## src/rtl/tap_scan_engine.sv

```systemverilog
`timescale 1ns/1ps
module tap_scan_engine #(
  parameter int MAX_BITS = 64,
  parameter int CNT_W    = 16,
  parameter int DIV_W    = 8
) (
  input  logic                clk,
  input  logic                rst_n,
  input  logic                start,
  input  logic [1:0]          cmd,
  input  logic [3:0]          end_state,
  input  logic [CNT_W-1:0]    count,
  input  logic                scan_ir,
  input  logic [1:0]          scan_type,
  input  logic [MAX_BITS-1:0] din,
  input  logic [DIV_W-1:0]    div,
  output logic [MAX_BITS-1:0] dout,
  output logic                busy,
  output logic                done,
  output logic                err,
  output logic [3:0]          tap_now,
  output logic                tck,
  output logic                tms,
  output logic                tdi,
  input  logic                tdo
);
  localparam int IW = (MAX_BITS > 1) ? $clog2(MAX_BITS) : 1;

  localparam logic [1:0] OP_MOVE = 2'd0, OP_RUN = 2'd1, OP_CLK = 2'd2, OP_SCAN = 2'd3;
  localparam logic [3:0] T_RESET = 4'd0,  T_IDLE = 4'd1,  T_SELDR = 4'd2,  T_CAPDR = 4'd3,
                         T_SHDR  = 4'd4,  T_EX1DR = 4'd5, T_PADR = 4'd6,   T_EX2DR = 4'd7,
                         T_UPDR  = 4'd8,  T_SELIR = 4'd9, T_CAPIR = 4'd10, T_SHIR = 4'd11,
                         T_EX1IR = 4'd12, T_PAIR = 4'd13, T_EX2IR = 4'd14, T_UPIR = 4'd15;

  typedef enum logic [2:0] {E_IDLE, E_DECIDE, E_LOW, E_HIGH, E_TAIL} eng_t;
  typedef enum logic [1:0] {P_PRE, P_BODY, P_POST} phase_t;

  function automatic logic is_stable(input logic [3:0] s);
    return s == T_RESET || s == T_IDLE || s == T_SHDR || s == T_PADR || s == T_SHIR || s == T_PAIR;
  endfunction

  function automatic logic [3:0] tap_next(input logic [3:0] s, input logic m);
    case (s)
      T_RESET: return m ? T_RESET : T_IDLE;
      T_IDLE:  return m ? T_SELDR : T_IDLE;
      T_SELDR: return m ? T_SELIR : T_CAPDR;
      T_CAPDR: return m ? T_EX1DR : T_SHDR;
      T_SHDR:  return m ? T_EX1DR : T_SHDR;
      T_EX1DR: return m ? T_UPDR  : T_PADR;
      T_PADR:  return m ? T_EX2DR : T_PADR;
      T_EX2DR: return m ? T_UPDR  : T_SHDR;
      T_UPDR:  return m ? T_SELDR : T_IDLE;
      T_SELIR: return m ? T_RESET : T_CAPIR;
      T_CAPIR: return m ? T_EX1IR : T_SHIR;
      T_SHIR:  return m ? T_EX1IR : T_SHIR;
      T_EX1IR: return m ? T_UPIR  : T_PAIR;
      T_PAIR:  return m ? T_EX2IR : T_PAIR;
      T_EX2IR: return m ? T_UPIR  : T_SHIR;
      default: return m ? T_SELDR : T_IDLE;
    endcase
  endfunction

  // next TMS bit on the route from c toward stable target t
  function automatic logic route_tms(input logic [3:0] c, input logic [3:0] t);
    if (t == T_RESET) return 1'b1;
    case (c)
      T_RESET:        return 1'b0;
      T_SELDR:        return !(t == T_SHDR || t == T_PADR || t == T_IDLE);
      T_SELIR:        return 1'b0;
      T_CAPDR:        return t != T_SHDR;
      T_EX1DR:        return !(t == T_PADR || t == T_SHDR);
      T_EX2DR:        return t != T_SHDR;
      T_UPDR, T_UPIR: return t != T_IDLE;
      T_CAPIR:        return t != T_SHIR;
      T_EX1IR:        return !(t == T_PAIR || t == T_SHIR);
      T_EX2IR:        return t != T_SHIR;
      default:        return 1'b1;
    endcase
  endfunction

  eng_t                est;
  phase_t              ph, nph;
  logic [1:0]          op, stype;
  logic                ir_q, cap_q, tck_q, tms_q, tdi_q;
  logic [3:0]          tap_q, tgt_end, pre_tgt;
  logic [CNT_W-1:0]    remain;
  logic [IW-1:0]       bidx, cap_idx;
  logic [DIV_W-1:0]    hc, div_q;
  logic [MAX_BITS-1:0] sin, sout;
  logic                emit, e_tms, e_tdi, e_cap, to_tail, reject;

  assign busy    = est != E_IDLE;
  assign tck     = tck_q;
  assign tms     = tms_q;
  assign tdi     = tdi_q;
  assign tap_now = tap_q;
  assign dout    = sout;
  assign pre_tgt = (op == OP_RUN) ? T_IDLE : (op == OP_SCAN) ? (ir_q ? T_SHIR : T_SHDR) : tgt_end;
  assign reject  = (cmd != OP_CLK && !is_stable(end_state)) ||
                   (cmd == OP_SCAN && (count == '0 || count > CNT_W'(MAX_BITS)));

  always_comb begin
    emit = 1'b0; e_tms = 1'b0; e_tdi = 1'b0; e_cap = 1'b0; to_tail = 1'b0; nph = ph;
    case (ph)
      P_PRE:
        if (tap_q == pre_tgt) nph = P_BODY;
        else begin emit = 1'b1; e_tms = route_tms(tap_q, pre_tgt); end
      P_BODY:
        if (op == OP_MOVE || remain == '0) nph = P_POST;
        else begin
          emit = 1'b1;
          if (op == OP_SCAN) begin
            e_tms = remain == CNT_W'(1);
            e_tdi = stype[0] & sin[bidx];
            e_cap = stype[1];
          end else e_tms = (op == OP_CLK) && (tap_q == T_RESET);
        end
      default:
        if (tap_q == tgt_end) to_tail = 1'b1;
        else begin emit = 1'b1; e_tms = route_tms(tap_q, tgt_end); end
    endcase
  end

  always_ff @(posedge clk or negedge rst_n) begin
    if (!rst_n) begin
      est <= E_IDLE; ph <= P_PRE; op <= OP_MOVE; stype <= 2'b00; ir_q <= 1'b0;
      cap_q <= 1'b0; tck_q <= 1'b0; tms_q <= 1'b0; tdi_q <= 1'b0;
      tap_q <= T_RESET; tgt_end <= T_RESET; remain <= '0; bidx <= '0; cap_idx <= '0;
      hc <= '0; div_q <= '0; sin <= '0; sout <= '0; done <= 1'b0; err <= 1'b0;
    end else begin
      done <= 1'b0;
      err  <= 1'b0;
      case (est)
        E_IDLE:
          if (start) begin
            if (reject) begin
              done <= 1'b1;
              err  <= 1'b1;
            end else begin
              op <= cmd; stype <= scan_type; ir_q <= scan_ir; remain <= count;
              tgt_end <= (cmd == OP_CLK) ? tap_q : end_state;
              bidx <= '0; sin <= din; sout <= '0; div_q <= div; ph <= P_PRE;
              est <= E_DECIDE;
            end
          end
        E_DECIDE: begin
          ph <= nph;
          hc <= '0;
          if (emit) begin
            tms_q <= e_tms; tdi_q <= e_tdi; cap_q <= e_cap; cap_idx <= bidx;
            if (ph == P_BODY) begin
              remain <= remain - CNT_W'(1);
              bidx   <= bidx + IW'(1);
            end
            est <= E_LOW;
          end else if (to_tail) est <= E_TAIL;
        end
        E_LOW:
          if (hc == div_q) begin
            tck_q <= 1'b1;
            tap_q <= tap_next(tap_q, tms_q);
            if (cap_q) sout[cap_idx] <= tdo;
            hc  <= '0;
            est <= E_HIGH;
          end else hc <= hc + DIV_W'(1);
        E_HIGH:
          if (hc == div_q) begin
            tck_q <= 1'b0;
            hc    <= '0;
            est   <= E_DECIDE;
          end else hc <= hc + DIV_W'(1);
        default:
          if (hc == div_q) begin
            tdi_q <= 1'b0;
            done  <= 1'b1;
            est   <= E_IDLE;
          end else hc <= hc + DIV_W'(1);
      endcase
    end
  end

  AST_IDLE_TCK_LOW:    assert property (@(posedge clk) disable iff (!rst_n) !busy |-> !tck);
  AST_PINS_HOLD_HIGH:  assert property (@(posedge clk) disable iff (!rst_n) tck |-> ($stable(tms) && $stable(tdi)));
  AST_TAP_ON_RISE:     assert property (@(posedge clk) disable iff (!rst_n) !$stable(tap_now) |-> $rose(tck));
  AST_ERR_WITH_DONE:   assert property (@(posedge clk) disable iff (!rst_n) err |-> (done && !tck));
  AST_DONE_ONE_CYCLE:  assert property (@(posedge clk) disable iff (!rst_n) done |=> !done);
  AST_DONE_IN_STABLE:  assert property (@(posedge clk) disable iff (!rst_n) done |-> is_stable(tap_now));
endmodule

```

## config.mk

```make
export PLATFORM = sky130hd
export DESIGN_NAME = tap_scan_engine
export DESIGN_NICKNAME = d
export VERILOG_FILES = /design/src/rtl/tap_scan_engine.sv
export SDC_FILE = /design/constraint.sdc
export NUM_CORES = 1
export LEC_CHECK = 0
export ABC_AREA = 1
export BUFFER_PORTS_ARGS = -buffer_cell sky130_fd_sc_hd__buf_2
export CAP_MARGIN = 20
export CORE_MARGIN = 8
export CORE_UTILIZATION = 40
export CTS_CLUSTER_SIZE = 28
export DETAILED_ROUTE_END_ITERATION = 10
export GPL_TIMING_DRIVEN = 0
export PLACE_DENSITY = 0.58
export SLEW_MARGIN = 10
export SYNTH_ARGS = -nofsm -noshare
export SYNTH_HDL_FRONTEND = slang
export SYNTH_SLANG_ARGS = --single-unit
```

## constraint.sdc

```tcl
create_clock -name clk -period 2.9 [get_ports clk]
set_input_delay 0.29 -clock clk [delete_from_list [all_inputs] [get_ports clk]]
set_output_delay 0.29 -clock clk [all_outputs]
set_load 0.05 [all_outputs]
```

==> impl_metrics.json <==
{
  "ys_ff_latch": 196,
  "drt_iter0_drc": 797,
  "pwr-share-seq": 0.348,
  "finalNetCount": 1911,
  "place_congestion": 0.8876,
  "coreArea_sq_um": 27780,
  "post_cts_buffers": 0,
  "yosysWarnings": 0,
  "worstMarginPinSlew_ns": 0.7543,
  "insertion_delay_ns": 0.44,
  "ys_seq_area_frac": 0.4352,
  "drtAntennaViolNets": 0,
  "setup_ws_ns": 0.7139,
  "clock-sinks": 196,
  "synthArstFlopShare": 1.000,
  "start_util": 0.4057,
  "fin_crit_sh": 0.7538,
  "cp_max_fo": 8,
  "syn_avg_cell_area_sq_um": 7.001,
  "io_buffers": 174,
  "fin_crit_ns": 2.186,
  "num_rows": 61,
  "internal_power_w": 0.006346,
  "p_leak_nw": 6.958,
  "fillers": 2988,
  "syn-num-nets": 1715,
  "pin_count": 175,
  "clk_path_buf_depth": 2,
  "cp_data_required_time_ns": 3.22,
  "avgRoutedWirePerCell_um": 16.01,
  "grt_pass1_wl_um": 56520,
  "syn_area_sq_um": 11270,
  "finalHoldViolCount": 0,
  "htree_levels": 4,
  "synth_enable_flop_cells": 0,
  "numCtsBuffers": 17,
  "grt.total_usage": 0.2070,
  "drc": 0,
  "cts.reportedPaths.clkPinSlew_ns": 0.08,
  "status": "complete, no violations",
  "power_switching_w": 0.005274,
  "place_inst": 2164,
  "power_frac_comb": 0.439,
  "synth_top_flop_cell": "dfrtp_1",
  "setup_violations": 0,
  "drive_gt1_frac": 0.1583,
  "peakVddDrop_mv": 0.3432,
  "timing.hold.ws_ns": 0.09110,
  "first_global_vias": 10669,
  "drv_cap": 0,
  "layout.cells.non_filler": 2197,
  "overflow": 0,
  "fin_skew_ns": 0.01859,
  "dieWidth_um": 183.9,
  "grt_max_degree": 75,
  "rsz0062_at_grt": "no",
  "dp_hpwl_um": 26060,
  "switching_share": 0.4538,
  "vias_per_cell": 5.006,
  "cts_tree": "built",
  "fmax_mhz": 457.4,
  "vias": 10999,
  "die-area_sq_um": 33800,
  "diodes": 0,
  "fin_setup_tns_ns": 0,
  "drt-pass1-iter-count": 5,
  "fin_total_pwr_w": 0.01162,
  "power_density_nw_per_um2": 873.7,
  "slew_viol_final": 0,
  "hold_buffers": 1,
  "worstSetupPathType": "register to register",
  "pre_cts_ws_ns": 0.4965,
  "cts-root-buf": "clkbuf_16",
  "cp-end-kind": "register",
  "slew_headroom": 0.4953,
  "die_y_um": 183.9,
  "area_growth_pct": 18.00,
  "setup.worst_path.start_class": "register",
  "synth_cell_type_count": 47,
  "hold_path_class": "input port to register",
  "postSynthCellCount": 1610,
  "antenna_found_initial": 0,
  "drt_wl_total_um": 35170,
  "arrival_ns": 2.51,
  "pwr-share-clk": 0.212,
  "cts_resized": 0
}
[cells in the final DEF (no fill, tap or decap), types with 3 or more instances in the layout]
master,instances
o21a_1,3
nand3_2,4
nor2_1,186
clkinv_8,3
o22ai_1,6
a21oi_1,46
nand4_1,11
inv_6,5
dfrtp_1,196
buf_1,4
xnor2_1,10
a22oi_1,3
nand3b_1,3
inv_1,170
o21ai_2,6
o211ai_1,13
ha_1,4
buf_4,14
buf_2,196
nand3_1,133
inv_2,11
nor3_1,26
nand2_2,6
clkbuf_1,46
clkbuf_16,17
nand2_1,459
xor2_1,7
inv_8,4
nand2_4,3
o21ai_0,189
[cells in the mapped netlist (11+ instances only)]
| cell type | n | area share |
|---|---|---|
| nand2_1 | 459 | 0.15 |
| dfrtp_1 | 196 | 0.44 |
| o21ai_0 | 189 | 0.084 |
| nor2_1 | 186 | 0.062 |
| inv_1 | 170 | 0.057 |
| nand3_1 | 133 | 0.059 |
| a21oi_1 | 46 | 0.020 |
| clkbuf_1 | 46 | 0.015 |
| nor3_1 | 26 | 0.012 |
| buf_2 | 23 | 0.010 |
| buf_4 | 14 | 0.0093 |
| o211ai_1 | 13 | 0.0087 |
| inv_2 | 11 | 0.0037 |
| nand4_1 | 11 | 0.0061 |
[worst max-delay path, cell delays in order (launching register included)]
cell     delay (ns)
dfrtp_1        0.52
inv_1          0.30
nand2_1        0.08
nor2_1         0.42
nor2_1         0.14
nand3_1        0.14
nand2_1        0.06
nor2_1         0.08
nand3_1        0.09
nand2_1        0.07
nand2_1        0.04
nor2_1         0.08
nor2_1         0.04
[metal layers]
| metal | wire [um] | global-route usage | up-vias |
|---|---|---|---|
| met1 | 16130 | 0.2764 | 5063 |
| met5 | 0 | 0 | - |
| met3 | 2253 | 0.04348 | 51 |
| li1 | - | - | 5528 |
| met2 | 16020 | 0.3369 | 357 |
| met4 | 765 | 0.05357 | 0 |
[power by group through the flow]
stage	registers, W	clock network (W)	logic [W]
5_1_grt	0.00414	0.00263	0.00580
3_5_place_dp	0.00409	0	0.00510
6_report	0.00405	0.00247	0.00510
2_1_floorplan	0.00403	0	0.00362
4_1_cts	0.00404	0.00251	0.00513
3_3_place_gp	0.00406	0	0.00503
[worst paths after layout]
path                                        startpoint              endpoint  slack, ns  cells after the start
worst max-delay path            tap_now[0]$_DFFE_PN0P_       tms$_DFFE_PN0P_       0.71                     12
worst min-delay path                            div[0]  div_q[0]$_DFFE_PN0P_       0.09                      3
worst max register to register  tap_now[0]$_DFFE_PN0P_       tms$_DFFE_PN0P_       0.71                     12
worst min register to register    dout[52]$_DFFE_PN0P_  dout[52]$_DFFE_PN0P_       0.47                      2
max in group asynchronous                        rst_n   sin[54]$_DFFE_PN0P_       1.79                      3
min in group asynchronous                        rst_n  dout[26]$_DFFE_PN0P_       0.37                      2
[sequential cells by signal (all words and copies together) (netlist names), 2 cells and up]
signal	cells
sin	64
est	3
div_q	8
tap_now	4
ph	2
dout	64
stype	2
remain	16
tgt_end	4
cap_idx	6
bidx	6
hc	8
op	2
[final cells by class]
cell class              count  area, sq um  share of cell area
well taps                 378        473.0             0.03556
multi-input cells        1142         5238              0.3938
inverters                 182        683.2             0.05137
repair buffers            177        945.9             0.07113
clock buffers              17        425.4             0.03199
flip-flops and latches    196         4905              0.3688
plain buffers              90        445.4             0.03349
clock inverters            15        183.9             0.01383
[kinds of logic after synthesis]
kind of cell	after synthesis	share of synthesized area
adders and majority gates	4	0.004441
DFF	196	0.4352
xor gates and xnor gates	17	0.01321
AOI/OAI and AO/OA	278	0.1329
buffers and inverters	272	0.1001
and+or+nand+nor	843	0.3142
[per-stage QoR]
step / cell area [sq um] / util
finish: 13300 / 0.4787
global route: 13300 / 0.4787
CTS: 13300 / 0.4787
detailed placement: 12680 / 0.4564
global placement: 12610 / 0.4541
floorplan: 11270 / -
Power figures use the tool's default switching activity.
